===== config.mk =====
export PLATFORM = sky130hd
export DESIGN_NAME = rx_immunity_prog
export DESIGN_NICKNAME = d
export VERILOG_FILES = /design/src/rtl/rxi_pkg.sv /design/src/rtl/rxi_cmd_check.sv /design/src/rtl/rxi_knob.sv /design/src/rtl/rxi_shadow.sv /design/src/rtl/rx_immunity_prog.sv
export SDC_FILE = /design/constraint.sdc
export NUM_CORES = 1
export LEC_CHECK = 0
export ABC_CLOCK_PERIOD_IN_PS = 2000
export CORE_MARGIN = 1
export CORE_UTILIZATION = 42
export DETAILED_ROUTE_END_ITERATION = 8
export PLACE_DENSITY = 0.84
export SLEW_MARGIN = 20
export SYNTH_ARGS = -nofsm -noshare
export SYNTH_HDL_FRONTEND = slang
export SYNTH_HIERARCHICAL = 1
export SYNTH_SLANG_ARGS = --single-unit

===== constraint.sdc =====
create_clock -name clk -period 2 [get_ports clk]
set_input_delay 0.2 -clock clk [delete_from_list [all_inputs] [get_ports clk]]
set_output_delay 0.2 -clock clk [all_outputs]
set_load 0.05 [all_outputs]

===== src/rtl/rxi_pkg.sv =====
package rxi_pkg;

  localparam int REG_W     = 32;
  localparam int NUM_KNOBS = 5;
  localparam int KNOB_W    = 3;

  localparam int K_NOISE = 0;
  localparam int K_SPUR  = 1;
  localparam int K_STEP  = 2;
  localparam int K_OFDM  = 3;
  localparam int K_CCK   = 4;

  localparam int NOISE_LEVELS = 5;
  localparam int SPUR_LEVELS  = 8;
  localparam int STEP_LEVELS  = 3;

  typedef enum logic [2:0] {
    OP_NOISE = 3'd0,
    OP_SPUR  = 3'd1,
    OP_STEP  = 3'd2,
    OP_OFDM  = 3'd3,
    OP_CCK   = 3'd4
  } rxi_op_e;

  // field placement: lsb, width
  localparam int F_TOT_L   = 20, F_TOT_W   = 8;
  localparam int F_CLO_L   = 7,  F_CLO_W   = 8;
  localparam int F_CHI_L   = 15, F_CHI_W   = 7;
  localparam int F_FIR_L   = 12, F_FIR_W   = 8;
  localparam int F_STEP_L  = 0,  F_STEP_W  = 6;
  localparam int F_CYC_L   = 1,  F_CYC_W   = 6;
  localparam int F_M1_L    = 0,  F_M1_W    = 7;
  localparam int F_M2_L    = 7,  F_M2_W    = 7;
  localparam int F_M2C_L   = 14, F_M2C_W   = 5;
  localparam int F_SELF_L  = 0,  F_SELF_W  = 1;
  localparam int F_M1LO_L  = 1,  F_M1LO_W  = 7;
  localparam int F_M2LO_L  = 8,  F_M2LO_W  = 7;
  localparam int F_M2CL_L  = 15, F_M2CL_W  = 6;
  localparam int F_CCK_L   = 10, F_CCK_W   = 4;

  typedef logic [REG_W-1:0] reg_t;

  typedef struct packed {
    reg_t size;
    reg_t agc;
    reg_t fsig;
    reg_t corr;
    reg_t corrlo;
    reg_t cck;
    reg_t tim5;
  } rxi_shadow_t;

  function automatic reg_t put_fld(input reg_t base, input int lsb,
                                   input int w, input reg_t val);
    reg_t one;
    reg_t msk;
    one = {{(REG_W-1){1'b0}}, 1'b1};
    msk = ((one << w) - one) << lsb;
    return (base & ~msk) | ((val << lsb) & msk);
  endfunction

  function automatic reg_t sx8(input logic signed [7:0] v);
    return {{(REG_W-8){v[7]}}, v};
  endfunction

  function automatic reg_t noise_tot(input logic [KNOB_W-1:0] l);
    return (l == 3'd4) ? sx8(-8'sd62) : sx8(-8'sd55);
  endfunction

  function automatic reg_t noise_chi(input logic [KNOB_W-1:0] l);
    return (l == 3'd4) ? sx8(-8'sd12) : sx8(-8'sd14);
  endfunction

  function automatic reg_t noise_clo(input logic [KNOB_W-1:0] l);
    return (l == 3'd4) ? sx8(-8'sd70) : sx8(-8'sd64);
  endfunction

  function automatic reg_t noise_fir(input logic [KNOB_W-1:0] l);
    return (l == 3'd4) ? sx8(-8'sd80) : sx8(-8'sd78);
  endfunction

  function automatic reg_t spur_cyc(input logic [KNOB_W-1:0] l);
    reg_t z;
    z = {{(REG_W-KNOB_W){1'b0}}, l};
    return (z << 1) + reg_t'(2);
  endfunction

  function automatic reg_t step_val(input logic [KNOB_W-1:0] l);
    reg_t z;
    z = {{(REG_W-KNOB_W){1'b0}}, l};
    return z << 2;
  endfunction

endpackage


===== src/rtl/rxi_cmd_check.sv =====
module rxi_cmd_check
  import rxi_pkg::*;
#(
  parameter int ARG_W = 4
) (
  input  logic                 cmd_valid,
  input  logic [2:0]           cmd_op,
  input  logic [ARG_W-1:0]     cmd_arg,
  output logic                 accept,
  output logic                 reject,
  output logic [NUM_KNOBS-1:0] knob_en,
  output logic [KNOB_W-1:0]    knob_lvl
);

  localparam logic [31:0] ARG_ONE = 32'd1;

  logic [31:0] arg_ext;
  logic        arg_nz;
  logic        in_range;

  assign arg_ext = {{(32-ARG_W){1'b0}}, cmd_arg};
  assign arg_nz  = |cmd_arg;

  always_comb begin
    in_range = 1'b0;
    knob_lvl = cmd_arg[KNOB_W-1:0];
    unique case (cmd_op)
      OP_NOISE: in_range = arg_ext < 32'(NOISE_LEVELS);
      OP_SPUR:  in_range = arg_ext < 32'(SPUR_LEVELS);
      OP_STEP:  in_range = arg_ext < 32'(STEP_LEVELS);
      OP_OFDM: begin
        in_range = 1'b1;
        knob_lvl = {{(KNOB_W-1){1'b0}}, arg_nz};
      end
      OP_CCK: begin
        in_range = 1'b1;
        knob_lvl = {{(KNOB_W-1){1'b0}}, arg_nz};
      end
      default:  in_range = 1'b0;
    endcase
  end

  assign accept = cmd_valid & in_range;
  assign reject = cmd_valid & ~in_range;

  for (genvar k = 0; k < NUM_KNOBS; k++) begin : g_en
    assign knob_en[k] = accept && ({29'd0, cmd_op} == ARG_ONE * k);
  end

endmodule


===== src/rtl/rxi_knob.sv =====
module rxi_knob #(
  parameter int LVL_W = 3,
  parameter int CNT_W = 8
) (
  input  logic             clk,
  input  logic             rst_n,
  input  logic             en,
  input  logic [LVL_W-1:0] new_lvl,
  output logic [LVL_W-1:0] lvl,
  output logic [CNT_W-1:0] up_cnt,
  output logic [CNT_W-1:0] dn_cnt
);

  logic [LVL_W-1:0] lvl_d;
  logic [CNT_W-1:0] up_d;
  logic [CNT_W-1:0] dn_d;
  logic             go_up;
  logic             go_dn;

  assign go_up = en && (new_lvl > lvl);
  assign go_dn = en && (new_lvl < lvl);

  always_comb begin
    lvl_d = lvl;
    up_d  = up_cnt;
    dn_d  = dn_cnt;
    if (en)    lvl_d = new_lvl;
    if (go_up) up_d  = up_cnt + 1'b1;
    if (go_dn) dn_d  = dn_cnt + 1'b1;
  end

  always_ff @(posedge clk or negedge rst_n) begin
    if (!rst_n) begin
      lvl    <= '0;
      up_cnt <= '0;
      dn_cnt <= '0;
    end else begin
      lvl    <= lvl_d;
      up_cnt <= up_d;
      dn_cnt <= dn_d;
    end
  end

endmodule


===== src/rtl/rxi_shadow.sv =====
module rxi_shadow
  import rxi_pkg::*;
(
  input  logic                 clk,
  input  logic                 rst_n,
  input  logic [NUM_KNOBS-1:0] knob_en,
  input  logic [KNOB_W-1:0]    knob_lvl,
  output rxi_shadow_t          sh
);

  rxi_shadow_t sh_d;
  logic        on;

  assign on = knob_lvl[0];

  always_comb begin
    sh_d = sh;
    if (knob_en[K_NOISE]) begin
      sh_d.size = put_fld(sh.size, F_TOT_L, F_TOT_W, noise_tot(knob_lvl));
      sh_d.agc  = put_fld(put_fld(sh.agc, F_CLO_L, F_CLO_W, noise_clo(knob_lvl)),
                          F_CHI_L, F_CHI_W, noise_chi(knob_lvl));
      sh_d.fsig = put_fld(sh.fsig, F_FIR_L, F_FIR_W, noise_fir(knob_lvl));
    end
    if (knob_en[K_SPUR]) begin
      sh_d.tim5 = put_fld(sh.tim5, F_CYC_L, F_CYC_W, spur_cyc(knob_lvl));
    end
    if (knob_en[K_STEP]) begin
      sh_d.fsig = put_fld(sh.fsig, F_STEP_L, F_STEP_W, step_val(knob_lvl));
    end
    if (knob_en[K_OFDM]) begin
      sh_d.corr = put_fld(
                    put_fld(
                      put_fld(sh.corr, F_M1_L, F_M1_W, on ? reg_t'(8'h4D) : reg_t'(127)),
                      F_M2_L, F_M2_W, on ? reg_t'(8'h40) : reg_t'(127)),
                    F_M2C_L, F_M2C_W, on ? reg_t'(16) : reg_t'(31));
      sh_d.corrlo = put_fld(
                      put_fld(
                        put_fld(
                          put_fld(sh.corrlo, F_M1LO_L, F_M1LO_W, on ? reg_t'(50) : reg_t'(127)),
                          F_M2LO_L, F_M2LO_W, on ? reg_t'(40) : reg_t'(127)),
                        F_M2CL_L, F_M2CL_W, on ? reg_t'(48) : reg_t'(63)),
                      F_SELF_L, F_SELF_W, on ? reg_t'(1) : reg_t'(0));
    end
    if (knob_en[K_CCK]) begin
      sh_d.cck = put_fld(sh.cck, F_CCK_L, F_CCK_W, on ? reg_t'(6) : reg_t'(8));
    end
  end

  always_ff @(posedge clk or negedge rst_n) begin
    if (!rst_n) sh <= '0;
    else        sh <= sh_d;
  end

endmodule


===== src/rtl/rx_immunity_prog.sv =====
module rx_immunity_prog
  import rxi_pkg::*;
#(
  parameter int ARG_W = 4,
  parameter int CNT_W = 8
) (
  input  logic             clk,
  input  logic             rst_n,
  input  logic             cmd_valid,
  input  logic [2:0]       cmd_op,
  input  logic [ARG_W-1:0] cmd_arg,
  output logic             cmd_ack,
  output logic             cmd_err,
  output logic [31:0]      sh_size,
  output logic [31:0]      sh_agc,
  output logic [31:0]      sh_fsig,
  output logic [31:0]      sh_corr,
  output logic [31:0]      sh_corrlo,
  output logic [31:0]      sh_cck,
  output logic [31:0]      sh_tim5,
  output logic [2:0]       lvl_noise,
  output logic [2:0]       lvl_spur,
  output logic [1:0]       lvl_step,
  output logic             weak_ofdm_on,
  output logic             cck_thr_high,
  output logic [CNT_W-1:0] noise_up_cnt,
  output logic [CNT_W-1:0] noise_dn_cnt,
  output logic [CNT_W-1:0] spur_up_cnt,
  output logic [CNT_W-1:0] spur_dn_cnt,
  output logic [CNT_W-1:0] step_up_cnt,
  output logic [CNT_W-1:0] step_dn_cnt,
  output logic [CNT_W-1:0] ofdm_on_cnt,
  output logic [CNT_W-1:0] ofdm_off_cnt,
  output logic [CNT_W-1:0] cck_hi_cnt,
  output logic [CNT_W-1:0] cck_lo_cnt
);

  logic                 accept;
  logic                 reject;
  logic [NUM_KNOBS-1:0] knob_en;
  logic [KNOB_W-1:0]    knob_lvl;
  logic                 ack_d;
  logic                 err_d;
  rxi_shadow_t          sh;
  logic [KNOB_W-1:0]    lvl_q [NUM_KNOBS];
  logic [CNT_W-1:0]     up_q  [NUM_KNOBS];
  logic [CNT_W-1:0]     dn_q  [NUM_KNOBS];

  rxi_cmd_check #(.ARG_W(ARG_W)) u_check (
    .cmd_valid (cmd_valid),
    .cmd_op    (cmd_op),
    .cmd_arg   (cmd_arg),
    .accept    (accept),
    .reject    (reject),
    .knob_en   (knob_en),
    .knob_lvl  (knob_lvl)
  );

  rxi_shadow u_shadow (
    .clk      (clk),
    .rst_n    (rst_n),
    .knob_en  (knob_en),
    .knob_lvl (knob_lvl),
    .sh       (sh)
  );

  for (genvar k = 0; k < NUM_KNOBS; k++) begin : g_knob
    rxi_knob #(.LVL_W(KNOB_W), .CNT_W(CNT_W)) u_knob (
      .clk     (clk),
      .rst_n   (rst_n),
      .en      (knob_en[k]),
      .new_lvl (knob_lvl),
      .lvl     (lvl_q[k]),
      .up_cnt  (up_q[k]),
      .dn_cnt  (dn_q[k])
    );
  end

  always_comb begin
    ack_d = accept;
    err_d = reject;
  end

  always_ff @(posedge clk or negedge rst_n) begin
    if (!rst_n) begin
      cmd_ack <= 1'b0;
      cmd_err <= 1'b0;
    end else begin
      cmd_ack <= ack_d;
      cmd_err <= err_d;
    end
  end

  assign sh_size   = sh.size;
  assign sh_agc    = sh.agc;
  assign sh_fsig   = sh.fsig;
  assign sh_corr   = sh.corr;
  assign sh_corrlo = sh.corrlo;
  assign sh_cck    = sh.cck;
  assign sh_tim5   = sh.tim5;

  assign lvl_noise    = lvl_q[K_NOISE];
  assign lvl_spur     = lvl_q[K_SPUR];
  assign lvl_step     = lvl_q[K_STEP][1:0];
  assign weak_ofdm_on = lvl_q[K_OFDM][0];
  assign cck_thr_high = lvl_q[K_CCK][0];

  assign noise_up_cnt = up_q[K_NOISE];
  assign noise_dn_cnt = dn_q[K_NOISE];
  assign spur_up_cnt  = up_q[K_SPUR];
  assign spur_dn_cnt  = dn_q[K_SPUR];
  assign step_up_cnt  = up_q[K_STEP];
  assign step_dn_cnt  = dn_q[K_STEP];
  assign ofdm_on_cnt  = up_q[K_OFDM];
  assign ofdm_off_cnt = dn_q[K_OFDM];
  assign cck_hi_cnt   = up_q[K_CCK];
  assign cck_lo_cnt   = dn_q[K_CCK];

endmodule


==> run summary <==
Final worst path period need -> 1.944 ns
Final net count -> 912
Register bit total from synthesis -> 114
Seq/Total Area, Yosys -> 0.4098
Cell leakage power -> 0.004520 uW
Placed cell count -> 1068
Number of buffers created by CTS -> 17
Slowest CP cell -> mux2_4
Port Buffers -> 171
Layout cells sized above 1 -> 0.2142
Placement Rows -> 46
Worst-skew pair later-pin latency -> 0.41 ns
Post-Route WL -> 14980 um
H-tree depth -> 4
Wire per inst -> 13.58 um
Class of the worst hold path -> input pin to async pin
Mean Syn Cell Area -> 10.06 um2
Fmax -> 514.4 MHz
Drt first pass iters -> 5
First-pass GRT wire length -> 22780 um
Design area -> 0.009019 mm2
Top_reg_cell synth -> dfrtp_1
Syn-to-layout area delta -> 29.55%
Leading area contributor after synthesis -> dfrtp_1
CTS tree -> yes
Root buffer cell -> clkbuf_16
DRC viols -> 0
WP buf/inv -> 4
Placement Cell Area -> 0.008299 mm2
First DRT Iteration DRCs -> 91
Largest cells by area after synthesis -> dfrtp_1, buf_4, xnor2_1
Maximum buffer depth of the clock tree -> 2
Max-Cap Viols -> 0
Avg Vias per Cell -> 4.432
CP Max Fanout -> 6
CTS clk-pin slew, worst paths -> 0.05 ns
Gr ovfl total -> 0
Worst Skew -> 0.006658 ns
Top post-synthesis cells by count -> buf_4, dfrtp_1, xnor2_1, nand2_1, inv_1
Cells after Synth -> 692
Cell Count, Final, Fillers Out -> 1103
Die boundary width -> 130.7 um
Distinct cells, synth -> 36
Tightest Pin Transition -> 0.7388 ns
Antenna violations before repair -> 0
Final Cycle Share -> 0.9719
Warnings, synthesis -> 6
Final Max Tran Viols -> 0
Remaining antenna violation count -> 0
Ports -> 326
Count leader, synth -> buf_4
Worst R2R Setup Slack -> 0.26 ns
CP Data Required Time -> 2.29 ns
Antenna Cells -> 0
GP Congestion -> 0.8135
Maximum vdd drop -> 0.0006356 V
Clock sinks -> 114
Synth Cell Area -> 0.006962 mm2
# setup viols final -> 0
Pwr/cell area -> 1233 mW/mm2
Slowest stage delay, CP -> 0.29 ns
Sequence of cells on the critical path -> clkdlybuf4s15_2 -> buf_6 -> o22a_4 -> o21bai_4 -> buf_12 -> inv_1 -> ha_1 -> and3_1 -> a21o_1 -> or2_4 -> mux2_4
DIE AREA -> 0.01709 mm2
CP arrival -> 2.24 ns
Core area -> 0.01606 mm2
EDFF count, synth -> 0
Largest net degree at the start of global routing -> 44
Post-synth ARST share -> 1.000
Gr usage total -> 0.1750
Vias in the first global route -> 4512
Fin. Hold Viols -> 0
Die Height -> 130.7 um
Status -> completed
Crit Path Class -> input pin to flop
Initial Util -> 0.4335
Top-area cell type share of the netlist area -> 0.4098
Crit path launch type -> input pin
CP Capture Type -> flop
Vias -> 4888
Top delay family on crit path -> buffers and inverters
DP HPWL -> 11050 um
Relative slew margins -> 0.5075
==> what timing repair did <==
item,4_1_cts,5_1_grt
setup endpoints to repair,72,54
hold buffers,1,0
endpoints found under the hold margin,26,0
buffers inserted,1,1
pin swaps,2,6
cloned,1,0
gates resized for setup,12,29
==> per-stage QoR <==
stage               setup TNS (ns)  power, uW    util  worst slack (ns)  hold WS, ns
finish                           0      11120  0.5616           0.05613       0.2746
floorplan                   -1.093       7144       -           -0.1860     -0.09559
global placement            -42.30       8199  0.5168           -0.6064       0.1471
CTS                              0      11180  0.5549          0.007477       0.2567
global route             -0.009508      11630  0.5616         -0.009508       0.3221
detailed placement          -46.62       8279  0.5168           -0.6786       0.1514
==> flip-flops by register name, indices dropped and copies added, names as in the netlist <==
register	flops
g_knob.u_knob/dn_cnt	40
g_knob.u_knob/up_cnt	40
u_shadow/sh	17
g_knob.u_knob/lvl	15
cmd_ack	1
cmd_err	1
==> layout by cell type (no fill, tap or decap), types with 2 or more instances in the layout <==
master,count
dlymetal6s2s_1,9
and3_1,13
inv_1,35
a21o_1,5
nor2_1,3
clkinv_2,6
clkdlybuf4s50_1,115
a21oi_2,5
and2_4,2
or2_2,3
dlygate4sd2_1,3
or2_4,5
mux2_2,14
dfrtp_1,114
o21ai_0,12
ha_1,27
nor3_2,8
clkbuf_16,17
nand3b_1,6
clkinv_4,2
xor2_1,30
clkbuf_8,3
conb_1,154
nand3_1,31
nand2_1,39
nor3_4,2
xnor2_1,41
buf_4,92
mux2_4,6
nor3_1,23
nor4_2,4
buf_12,3
a31oi_1,3
nand4_1,26
==> cells by family (layout without fill, tap and decap cells) <==
family,after synthesis,after routing,share of synthesized area
buf+inv,252,294,0.2484
simple gates,175,175,0.1400
flops,114,114,0.4098
xor+xnor,71,71,0.08932
compound gates,32,32,0.02786
fa+ha+maj,27,27,0.04853
mux,20,20,0.03559
other cells,1,154,0.0005387
==> layer usage <==
metal  global-route usage  vias to the layer above  share of wire
met4              0.07843                        0          0.019
met5                    0                        -              0
li1                     -                     2304              -
met2               0.3041                      189           0.53
met3              0.04967                       19          0.062
met1               0.1997                     2376           0.39
==> worst reg2reg max path, stage by stage, from the launching register on <==
cell and delay (ns):
dfrtp_1 0.35, inv_1 0.06, ha_1 0.31, and3_1 0.19
a21o_1 0.17, or2_4 0.25, mux2_4 0.30
==> final timing paths <==
| path | start | endpoint | cells past startpoint |
|---|---|---|---|
| max in group asynchronous | rst_n | g_knob[3].u_knob/up_cnt[0]$_DFFE_PN0P_ | 3 |
| max reg2reg | g_knob[1].u_knob/lvl[2]$_DFFE_PN0P_ | g_knob[1].u_knob/up_cnt[1]$_DFFE_PN0P_ | 6 |
| max | cmd_op[2] | g_knob[4].u_knob/up_cnt[1]$_DFFE_PN0P_ | 11 |
| min reg2reg | g_knob[0].u_knob/dn_cnt[7]$_DFFE_PN0P_ | g_knob[0].u_knob/dn_cnt[7]$_DFFE_PN0P_ | 1 |
| min | rst_n | g_knob[0].u_knob/up_cnt[3]$_DFFE_PN0P_ | 2 |
| min in group clk | cmd_op[1] | cmd_ack$_DFF_PN0_ | 4 |
==> report_power, final <==
part,switching (uW),internal [uW]
Sequential,516,2680
Combinational,3600,1500
Clock,1030,1780
==> layout make-up <==
cell class                      count  area [um2]
Clock buffer                       21       470.5
Clock inverter                     10       85.08
Fill cell                        1377        7039
Inverter                           35       131.4
Multi-Input combinational cell    479        3093
Sequential cell                   114        2853
Tap cell                          216       270.3
Timing Repair Buffer              228        2116
Power figures use the tool's default switching activity.
